==> src/rtl/gdec_pkg.sv <==
// Shared types for the sampled-level I2C decoder.
// Assumes: nothing beyond IEEE 1800-2017.
package gdec_pkg;

    // Decoder states: idle, armed after START, writing bits, write ack slot,
    // reading bits, master ack slot.
    typedef enum logic [2:0] {
        ST_IDLE = 3'd0,
        ST_ARM  = 3'd1,
        ST_SEND = 3'd2,
        ST_ACKW = 3'd3,
        ST_RECV = 3'd4,
        ST_MACK = 3'd5
    } gdec_state_t;

    // Byte register operation.
    typedef enum logic [1:0] {
        BUF_HOLD  = 2'd0,
        BUF_SHIFT = 2'd1,
        BUF_LOAD  = 2'd2
    } gdec_bufop_t;

endpackage

==> src/rtl/gdec_levels.sv <==
// Remembers the line levels of the previous sample and reports bus events
// found by comparing the current sample against them.
// Assumes: smp_valid is a one-cycle strobe; levels are only meaningful with it.
module gdec_levels (
    input  logic clk,
    input  logic rst_n,
    input  logic smp_valid,
    input  logic smp_sda,
    input  logic smp_scl,
    output logic scl_fall,
    output logic start_seen,
    output logic stop_seen
);
    logic prev_sda;
    logic prev_scl;

    // Capture the levels of each accepted sample; idle bus is high.
    always_ff @(posedge clk) begin
        if (!rst_n) begin
            prev_sda <= 1'b1;
            prev_scl <= 1'b1;
        end else if (smp_valid) begin
            prev_sda <= smp_sda;
            prev_scl <= smp_scl;
        end
    end

    // Edge and condition detection against the remembered levels.
    always_comb begin
        scl_fall   = smp_valid && prev_scl && !smp_scl;
        start_seen = smp_valid && prev_sda && !smp_sda && smp_scl;
        stop_seen  = smp_valid && !prev_sda && smp_sda && smp_scl;
    end

endmodule

==> src/rtl/gdec_shreg.sv <==
// Byte register shared by the write and read paths: shifts left with a
// new bit at the bottom, or loads a whole byte.
// Assumes: op is decoded by the controller, at most one action per cycle.
module gdec_shreg
    import gdec_pkg::*;
#(
    parameter int W = 8
) (
    input  logic        clk,
    input  logic        rst_n,
    input  gdec_bufop_t op,
    input  logic        bit_in,
    input  logic [W-1:0] load_val,
    output logic [W-1:0] q
);
    // Apply the requested operation.
    always_ff @(posedge clk) begin
        if (!rst_n) begin
            q <= '0;
        end else begin
            case (op)
                BUF_SHIFT: q <= {q[W-2:0], bit_in};
                BUF_LOAD:  q <= load_val;
                default:   q <= q;
            endcase
        end
    end

endmodule

==> src/rtl/gdec_bitcnt.sv <==
// Counts bit slots within a byte and flags the last one.
// Assumes: clr and inc are never asserted together.
module gdec_bitcnt #(
    parameter int W = 8
) (
    input  logic clk,
    input  logic rst_n,
    input  logic clr,
    input  logic inc,
    output logic last
);
    localparam int CW = (W > 1) ? $clog2(W) : 1;
    localparam logic [CW-1:0] TOP = CW'(W - 1);

    logic [CW-1:0] cnt;

    // Advance on each counted bit, wrapping after the last slot.
    always_ff @(posedge clk) begin
        if (!rst_n || clr) begin
            cnt <= '0;
        end else if (inc) begin
            cnt <= (cnt == TOP) ? '0 : cnt + 1'b1;
        end
    end

    assign last = (cnt == TOP);

endmodule

==> src/rtl/gpio_i2c_decoder.sv <==
// Decodes software-sampled data/clock levels into I2C byte transactions
// for one downstream device.
// Assumes: single master, no clock stretching; one sample per smp_valid
// strobe; downstream strobes are combinational and dn_rd_data is valid
// in the cycle dn_rd_req is high.
module gpio_i2c_decoder
    import gdec_pkg::*;
#(
    parameter int BYTE_W = 8
) (
    input  logic              clk,
    input  logic              rst_n,
    input  logic              smp_valid,
    input  logic              smp_sda,
    input  logic              smp_scl,
    output logic              sda_ret,
    output logic              dn_start,
    output logic [BYTE_W-1:0] dn_addr,
    output logic              dn_rd,
    output logic              dn_wr_valid,
    output logic [BYTE_W-1:0] dn_wr_data,
    output logic              dn_rd_req,
    input  logic [BYTE_W-1:0] dn_rd_data,
    output logic              dn_nack,
    output logic              dn_end
);
    localparam int MSB = BYTE_W - 1;

    gdec_state_t state, nxt;
    gdec_bufop_t op;
    logic        bit_in;
    logic        cnt_clr, cnt_inc, last_bit;
    logic        scl_fall, start_seen, stop_seen;
    logic        addr_ok, addr_rd;
    logic        addr_set, addr_clr, rd_mode;
    logic [MSB:0] buf_q;

    gdec_levels u_lvl (
        .clk(clk), .rst_n(rst_n), .smp_valid(smp_valid),
        .smp_sda(smp_sda), .smp_scl(smp_scl),
        .scl_fall(scl_fall), .start_seen(start_seen), .stop_seen(stop_seen)
    );

    gdec_shreg #(.W(BYTE_W)) u_buf (
        .clk(clk), .rst_n(rst_n), .op(op), .bit_in(bit_in),
        .load_val(dn_rd_data), .q(buf_q)
    );

    gdec_bitcnt #(.W(BYTE_W)) u_cnt (
        .clk(clk), .rst_n(rst_n), .clr(cnt_clr), .inc(cnt_inc), .last(last_bit)
    );

    // Next state, byte register control and downstream strobes.
    always_comb begin
        nxt         = state;
        op          = BUF_HOLD;
        bit_in      = 1'b0;
        cnt_clr     = 1'b0;
        cnt_inc     = 1'b0;
        addr_set    = 1'b0;
        addr_clr    = 1'b0;
        dn_start    = 1'b0;
        dn_wr_valid = 1'b0;
        dn_rd_req   = 1'b0;
        dn_nack     = 1'b0;
        dn_end      = 1'b0;
        rd_mode     = addr_ok ? addr_rd : buf_q[0];
        if (smp_valid) begin
            case (state)
                ST_IDLE: begin
                    if (start_seen) nxt = ST_ARM;
                end
                ST_ARM: begin
                    if (scl_fall && !smp_sda) begin
                        nxt     = ST_SEND;
                        cnt_clr = 1'b1;
                    end else begin
                        nxt      = ST_IDLE;
                        dn_end   = addr_ok;
                        addr_clr = 1'b1;
                    end
                end
                ST_SEND, ST_RECV: begin
                    if (scl_fall) begin
                        op      = BUF_SHIFT;
                        bit_in  = (state == ST_SEND) ? smp_sda : 1'b0;
                        cnt_inc = 1'b1;
                        if (last_bit) nxt = (state == ST_SEND) ? ST_ACKW : ST_MACK;
                    end else if (stop_seen) begin
                        nxt      = ST_IDLE;
                        dn_end   = addr_ok;
                        addr_clr = 1'b1;
                    end
                end
                ST_ACKW: begin
                    if (scl_fall) begin
                        cnt_clr = 1'b1;
                        if (!addr_ok) begin
                            dn_start = 1'b1;
                            addr_set = 1'b1;
                        end else begin
                            dn_wr_valid = 1'b1;
                        end
                        if (rd_mode) begin
                            nxt       = ST_RECV;
                            op        = BUF_LOAD;
                            dn_rd_req = 1'b1;
                        end else begin
                            nxt = ST_SEND;
                        end
                    end else if (stop_seen) begin
                        nxt      = ST_IDLE;
                        dn_end   = addr_ok;
                        addr_clr = 1'b1;
                    end
                end
                ST_MACK: begin
                    if (scl_fall) begin
                        nxt     = ST_RECV;
                        cnt_clr = 1'b1;
                        if (!smp_sda) begin
                            op        = BUF_LOAD;
                            dn_rd_req = 1'b1;
                        end else begin
                            dn_nack = 1'b1;
                        end
                    end else if (stop_seen) begin
                        nxt      = ST_IDLE;
                        dn_end   = addr_ok;
                        addr_clr = 1'b1;
                    end
                end
                default: nxt = ST_IDLE;
            endcase
        end
    end

    // State and captured-address registers.
    always_ff @(posedge clk) begin
        if (!rst_n) begin
            state   <= ST_IDLE;
            addr_ok <= 1'b0;
            addr_rd <= 1'b0;
        end else begin
            state <= nxt;
            if (addr_set) begin
                addr_ok <= 1'b1;
                addr_rd <= buf_q[0];
            end else if (addr_clr) begin
                addr_ok <= 1'b0;
            end
        end
    end

    assign dn_addr    = {buf_q[MSB:1], 1'b0};
    assign dn_rd      = buf_q[0];
    assign dn_wr_data = buf_q;
    assign sda_ret    = (state == ST_RECV) && buf_q[MSB];

    // without a sample, nothing visible may move.
    assert_hold_R10: assert property (@(posedge clk) disable iff (!rst_n)
        !smp_valid |=> $stable(state) && $stable(sda_ret));

    // the fetched byte's top bit is what software reads next.
    assert_fetch_R6: assert property (@(posedge clk) disable iff (!rst_n)
        dn_rd_req |=> sda_ret == $past(dn_rd_data[MSB]));

    // an announced address is remembered with its read flag.
    assert_addr_kept_R4: assert property (@(posedge clk) disable iff (!rst_n)
        dn_start |=> addr_ok && (addr_rd == $past(dn_rd)));

    // an end of transfer always leaves the decoder idle.
    assert_end_idle_R9: assert property (@(posedge clk) disable iff (!rst_n)
        dn_end |=> state == ST_IDLE);

    // fetch and refusal are exclusive in a master ack slot.
    assert_ack_excl_R8: assert property (@(posedge clk) disable iff (!rst_n)
        !(dn_rd_req && dn_nack));

endmodule

==> config.mk <==
export PLATFORM = sky130hd
export DESIGN_NAME = gpio_i2c_decoder
export DESIGN_NICKNAME = d
export VERILOG_FILES = /design/src/rtl/gdec_pkg.sv /design/src/rtl/gdec_levels.sv /design/src/rtl/gdec_shreg.sv /design/src/rtl/gdec_bitcnt.sv /design/src/rtl/gpio_i2c_decoder.sv
export SDC_FILE = /design/constraint.sdc
export NUM_CORES = 1
export LEC_CHECK = 0
export BUFFER_PORTS_ARGS = -buffer_cell sky130_fd_sc_hd__buf_2
export CORE_UTILIZATION = 54
export CTS_BUF_LIST = sky130_fd_sc_hd__clkbuf_16
export CTS_CLUSTER_SIZE = 12
export DETAILED_ROUTE_END_ITERATION = 10
export PLACE_DENSITY = 0.84
export SETUP_SLACK_MARGIN = 0.05
export SYNTH_ARGS = -nofsm -noshare
export SYNTH_HDL_FRONTEND = slang
export SYNTH_SLANG_ARGS = --single-unit
==> constraint.sdc <==
create_clock -name clk -period 5 [get_ports clk]
set_input_delay 0.25 -clock clk [delete_from_list [all_inputs] [get_ports clk]]
set_output_delay 0.25 -clock clk [all_outputs]
set_load 0.005 [all_outputs]
==> results of run 1 <==
[sequential cells by signal (all words and copies together), names as in the netlist]
register,count
addr_rd,1
state,3
u_lvl.prev_scl,1
u_lvl.prev_sda,1
u_buf.q,8
addr_ok,1
u_cnt.cnt,3
[critical path: stages (launching register included)]
cell and delay (ns):
dfxtp_1 0.59, nor2b_1 0.34, nand2_1 0.12, mux2i_1 0.21, and3_1 0.18, ha_1 0.46, nor3b_1 0.12, a22oi_1 0.18
o21ai_0 0.09, and2_1 0.17
[cell families after synthesis]
kind of cell,after synthesis
simple gates,66
compound gates,25
flops,18
buf+inv,18
mux,12
fa+ha+maj,4
other cells,1
xor+xnor,1
[per-stage QoR]
stage                     cells  area [um^2]   util  hold slack (ns)  setup WS, ns
after floorplan             145         1150      -            0.372          2.77
after global placement      189         1250  0.630            0.447          2.76
after detailed placement    189         1250  0.630            0.462          2.51
after CTS                   192         1320  0.668            0.301          2.44
after global routing        192         1320  0.668            0.324          2.21
final                       192         1320  0.668            0.298          2.43
[layer usage]
| layer | wire, um | part of all wire |
|---|---|---|
| met5 | 0 | 0 |
| met3 | 114 | 0.045 |
| met2 | 1180 | 0.46 |
| met1 | 1210 | 0.48 |
| met4 | 40 | 0.016 |
[cells in the final DEF (no fill, tap or decap), types with 2 or more instances in the layout]
cell type	netlist	routed
nor2_1	7	7
nand4b_1	2	2
nor2b_1	3	3
and2_1	9	9
nand3b_1	2	2
mux2i_1	12	12
clkbuf_16	0	3
dfxtp_1	18	18
a22oi_1	2	2
nand3_1	4	4
o21ai_0	16	16
ha_1	3	3
nand2b_1	2	2
nand2_1	22	22
buf_2	3	34
a21oi_1	4	4
nor3_1	3	3
and3_1	4	4
[power by group]
part	internal (W)	switching, W	leakage, nW
Sequential	0.000145	0.00000208	0.145
Combinational	0.00000933	0.0000109	0.412
Clock	0.000105	0.0000515	0.0370
[final timing paths]
path / start / to
setup / recovery: state[2]$_SDFFE_PN0P_ / u_buf.q[0]$_SDFFE_PN0P_
setup reg to reg: state[2]$_SDFFE_PN0P_ / u_buf.q[0]$_SDFFE_PN0P_
hold reg to reg: u_cnt.cnt[1]$_SDFFE_PP0P_ / u_cnt.cnt[1]$_SDFFE_PP0P_
hold / removal: smp_scl / u_lvl.prev_scl$_SDFFE_PN1P_
[final cells by class]
type,count,area [um^2]
clock buffers,3,75.1
fillers,165,658
inverters,1,3.75
multi-input cells,109,681
flip-flops and latches,18,360
well taps,27,33.8
repair buffers,34,170
==> run_results.csv, run 1 <==
group,metric,value,unit
outcome,status,"finished clean",
clock_network,cts_tree,"done",
power,power,0.000324,W
placement,gp_congestion,0.898,
clock_network,clk_pin_slew,0.05,ns
routing,drt_iter0_markers,35,
sta,hold_viol_final,0,
grt,grt_pass1_wl,3950,um
final_layout,area_growth_syn_to_layout,14.8,%
synthesis,synth_commonest_cells,"nand2_1 (22), dfxtp_1 (18), o21ai_0 (16)",
routing,ant_nets,0,
synthesis,synth_area,1150,um^2
synthesis,synth-simple-area-share,0.311,
placement,port_buffers,34,
grt,met1_usage,0.345,
die,die_w,48.2,um
synthesis,ys_seq_elements,18,
final_layout,nets,183,
die,core_area,1980,um^2
synthesis,async_flop_share,0,
synthesis,netlist_top_cells_area,"dfxtp_1 (31%), mux2i_1 (10%), nand2_1 (7.2%)",
die,initial_utilization,0.582,
grt,met2_usage,0.376,
setup_path,r2r_slack,2.43,ns
synthesis,syn_nets,161,
die,die_area,2330,um^2
synthesis,synth_ff_type,"dfxtp_1",
synthesis,synth.most_common_cell,"nand2_1",
sta,setup_viol,0,
power,power_density,245,nW/um^2
grt,grt_pass1_vias,870,
grt,track_usage,0.249,
clock_network,cts_buffers,3,
routing,drt-wirelength-per-cell,13.3,um
synthesis,synth-compound-area-share,0.123,
flow_run,maxCapViolCount,0,
synthesis,seq_area_frac_synth,0.312,
synthesis,synth_top_cell_by_area,"dfxtp_1",
grt,busiest_layer,"met2",
setup_path,reg2reg_depth,9,
power,peakVddDrop,0.169,mV
synthesis,synth_top_family_by_area,"simple AND/OR/NAND/NOR gates",
clock_network,clkSinkCount,18,
sta,slew_viol_final,0,
sta,fin_skew,0.00392,ns
routing,first_pass_iters,4,
sta,fmax,0.389,GHz
routing,drt_wl_total,2550,um
worst_hold_path,hold_class,"in2reg",
setup_path,crit_type,"reg2reg",
power,leakagePower,0.595,nW
setup_path,worstSetupStartpointType,"flop",
setup_path,arrival,2.71,ns
synthesis,synth_edf_count,0,
sta,setup_tns,0,ns
clock_network,insertion_delay,0.25,ns
synthesis,synth_top_area_frac,0.312,
routing,dr_total_vias,1051,
die,fp-row-count,16,
synthesis,synthAdderAreaFrac,0.0412,
sta,fin_crit,2.57,ns
synthesis,synthMuxAreaShare,0.104,
worst_hold_path,hold_depth,3,
grt,antenna_found_initial,0,
setup_path,worstSetupEndpointType,"flop",
clock_network,cts_root_buffer,"clkbuf_16",
die,ios,36,
synthesis,yosys.cell_types.count,35,
routing,viasPerCell,5.47,
sta,rsz0062_at_grt,"false",
synthesis,yosys.area_share.xor_xnor,0.00759,
clock_network,post-cts-setup-buffers,0,
final_layout,diodes,0,
synthesis,avgSynthCellArea,7.96,um^2
routing,drc_errors,0,
clock_network,clockBufferDepth,2,
setup_path,cp.required,5.14,ns
clock_network,h-tree-depth,1,
final_layout,drive_gt1_frac,0.242,
setup_path,crit_fanout,14,
clock_network,cts_resized,0,
grt,grt_max_degree,18,
sta,timing.final.crit_share,0.515,
synthesis,syn_inst,145,
placement,dp_hpwl,1780,um
clock_network,cts_hold_buf,0,
grt,grt_use_met3,0.0444,
synthesis,yosysWarnings,0,
die,fp.dieH,48.2,um
grt,grt-ovfl-total,0,
(Power assumes the default switching activity.)
==> inputs of run 2 (changes only) <==
--- a/config.mk
+++ b/config.mk
@@ -6,11 +6,11 @@
 export NUM_CORES = 1
 export LEC_CHECK = 0
 export BUFFER_PORTS_ARGS = -buffer_cell sky130_fd_sc_hd__buf_2
-export CORE_UTILIZATION = 54
+export CORE_UTILIZATION = 45
 export CTS_BUF_LIST = sky130_fd_sc_hd__clkbuf_16
 export CTS_CLUSTER_SIZE = 12
 export DETAILED_ROUTE_END_ITERATION = 10
-export PLACE_DENSITY = 0.84
+export PLACE_DENSITY = 0.74
 export SETUP_SLACK_MARGIN = 0.05
 export SYNTH_ARGS = -nofsm -noshare
 export SYNTH_HDL_FRONTEND = slang
==> constraint.sdc (replaced) <==
create_clock -name clk -period 2.3 [get_ports clk]
set_input_delay 0.115 -clock clk [delete_from_list [all_inputs] [get_ports clk]]
set_output_delay 0.115 -clock clk [all_outputs]
set_load 0.005 [all_outputs]
==> run 2 against run 1 <==
  * Via count up 2.1%
  * Count of clock-buffer cells in the layout unchanged
  * Flip-flop and latch count unchanged
  * Sequential power up 120%
  * First-iteration DRC count down 8.6%
  * Critical path depth unchanged
  * Total power up 120%
  * Global-route usage down 3.9 points
==> run_results.csv, run 2 (synthesis gave the netlist of run 1 again) <==
group,metric,value,unit
clock_network,h-tree-depth,1,
setup_path,crit_family,"simple AND/OR/NAND/NOR gates",
setup_path,crit_fanout,8,
clock_network,cts_buffers,3,
setup_path,cpMostUsedCell,"mux2i_1",
final_layout,reg.largest.list,"u_buf.q (8), state (3), u_cnt.cnt (3)",
setup_path,cp.required,2.45,ns
grt,grt_pass1_wl,4060,um
setup_path,slowest_stage,"dfxtp_1",
power,leakagePower,0.614,nW
sta,fin_skew,0.00489,ns
final_layout,mostFrequentLayoutCells,"buf_2 (34), nand2_1 (22), dfxtp_1 (18)",
clock_network,insertion_delay,0.26,ns
clock_network,clockBufferDepth,2,
routing,drt-wirelength-per-cell,13.3,um
final_layout,diodes,0,
routing,drt_iter0_markers,32,
clock_network,post-cts-setup-buffers,0,
final_layout,nFillCells,220,
clock_network,cts_tree,"done",
die,ios,36,
clock_network,cts_hold_buf,0,
die,initial_utilization,0.498,
routing,dr_total_vias,1073,
placement,dp_hpwl,1940,um
setup_path,r2r_slack,0.23,ns
die,fp.dieH,52.6,um
placement,gp_congestion,0.831,
sta,fin_crit,2.07,ns
die,die_area,2770,um^2
flow_run,maxCapViolCount,0,
power,power_density,530,nW/um^2
clock_network,clkSinkCount,18,
sta,fmax,0.483,GHz
worst_hold_path,hold_class,"in2reg",
clock_network,clk_pin_slew,0.06,ns
final_layout,layout_commonest_cell,"buf_2",
grt,track_usage,0.209,
sta,setup_tns,0,ns
sta,setup_viol,0,
placement,port_buffers,34,
setup_path,cp_num_buf_inv,1,
power,peakVddDrop,0.603,mV
routing,drt_wl_total,2620,um
worst_hold_path,hold_end,"u_lvl.prev_scl$_SDFFE_PN1P_",
grt,grt-ovfl-total,0,
setup_path,regToRegStartpoint,"state[2]$_SDFFE_PN0P_",
worst_hold_path,hold_depth,3,
die,core_area,2320,um^2
final_layout,drive_gt1_frac,0.266,
die,die_w,52.6,um
outcome,status,"finished clean",
final_layout,regArea,360,um^2
setup_path,reg2reg_depth,9,
final_layout,multiInputGateArea,686,um^2
setup_path,cpPeakStageDelay,0.45,ns
setup_path,r2r_end,"u_buf.q[5]$_SDFFE_PN0P_",
clock_network,cts_root_buffer,"clkbuf_16",
routing,first_pass_iters,4,
setup_path,arrival,2.22,ns
routing,drc_errors,0,
worst_hold_path,min_from,"smp_scl",
sta,rsz0062_at_grt,"false",
setup_path,worstSetupEndpointType,"flop",
grt,grt_pass1_vias,909,
grt,grt_max_degree,18,
routing,ant_nets,0,
setup_path,crit_type,"reg2reg",
grt,antenna_found_initial,0,
sta,hold_viol_final,0,
final_layout,area_growth_syn_to_layout,18.7,%
sta,timing.final.crit_share,0.901,
final_layout,regMostFlops,"u_buf.q",
setup_path,crit_chain,"nor2b_2 -> nand2_1 -> mux2i_1 -> and3_1 -> ha_2 -> buf_12 -> mux2i_1 -> o21ai_0 -> and2_1",
setup_path,worstSetupStartpointType,"flop",
die,fp-row-count,17,
routing,viasPerCell,5.45,
sta,finalHoldWorstSlack,0.151,ns
sta,slew_viol_final,0,
final_layout,largest_register_ffs,8,
final_layout,nets,186,
[run 2: repair_timing]
item                       4_1_cts  5_1_grt
setup endpoints to repair        0        7
hold endpoints to repair         0        0
gates resized for setup          0        2
[run 2: worst max path at each step]
stage,depth (start not counted),startpoint,slack (ns),end
6_report,9,state[2]$_SDFFE_PN0P_,0.23,u_buf.q[5]$_SDFFE_PN0P_
5_1_grt,9,state[2]$_SDFFE_PN0P_,0.09,u_buf.q[6]$_SDFFE_PN0P_
4_1_cts,9,state[2]$_SDFFE_PN0P_,0.12,u_buf.q[5]$_SDFFE_PN0P_
3_5_place_dp,9,state[2]$_SDFFE_PN0P_,0.13,u_buf.q[5]$_SDFFE_PN0P_
3_3_place_gp,9,state[2]$_SDFFE_PN0P_,0.27,u_buf.q[6]$_SDFFE_PN0P_
2_1_floorplan,11,state[2]$_SDFFE_PN0P_,0.07,u_buf.q[0]$_SDFFE_PN0P_
[run 2: cell type report]
cell class              count  share of cell area
flip-flops and latches     18               0.263
inverters                   1             0.00274
repair buffers             37               0.150
clock inverters             1             0.00274
clock buffers               3              0.0548
well taps                  28              0.0256
multi-input cells         109               0.501
[run 2: where the power goes]
group          leakage [nW]  internal (W)  total [W]  switching [W]
registers             0.145      0.000315   0.000320     0.00000465
clock network        0.0385      0.000232   0.000362       0.000130
logic                 0.430     0.0000203  0.0000432      0.0000228
total                 0.614      0.000567   0.000725       0.000158
[run 2: through the flow]
stage               power [W]  instances  setup slack (ns)  cell area, um^2  utilization
detailed placement   0.000370        193             0.131             1280        0.554
CTS                  0.000728        197             0.125             1360        0.588
global placement     0.000368        193             0.268             1280        0.554
global route         0.000745        197            0.0935             1370        0.590
floorplan            0.000355        145            0.0718             1150            -
finish               0.000725        197             0.228             1370        0.590
[run 2: worst min-delay path: cells and delay by family]
kind	cells	cell delay [ns]
muxes	1	0.08
buffers and inverters	1	0.13
and+or+nand+nor	1	0.05
[run 2: per-layer routing]
metal / track usage / vias to the layer above / wire length, um
met1: 0.262 / 481 / 1200
met4: 0.123 / 0 / 64
met2: 0.310 / 44 / 1150
met3: 0.0667 / 6 / 208
met5: 0 / - / 0
li1: - / 542 / -
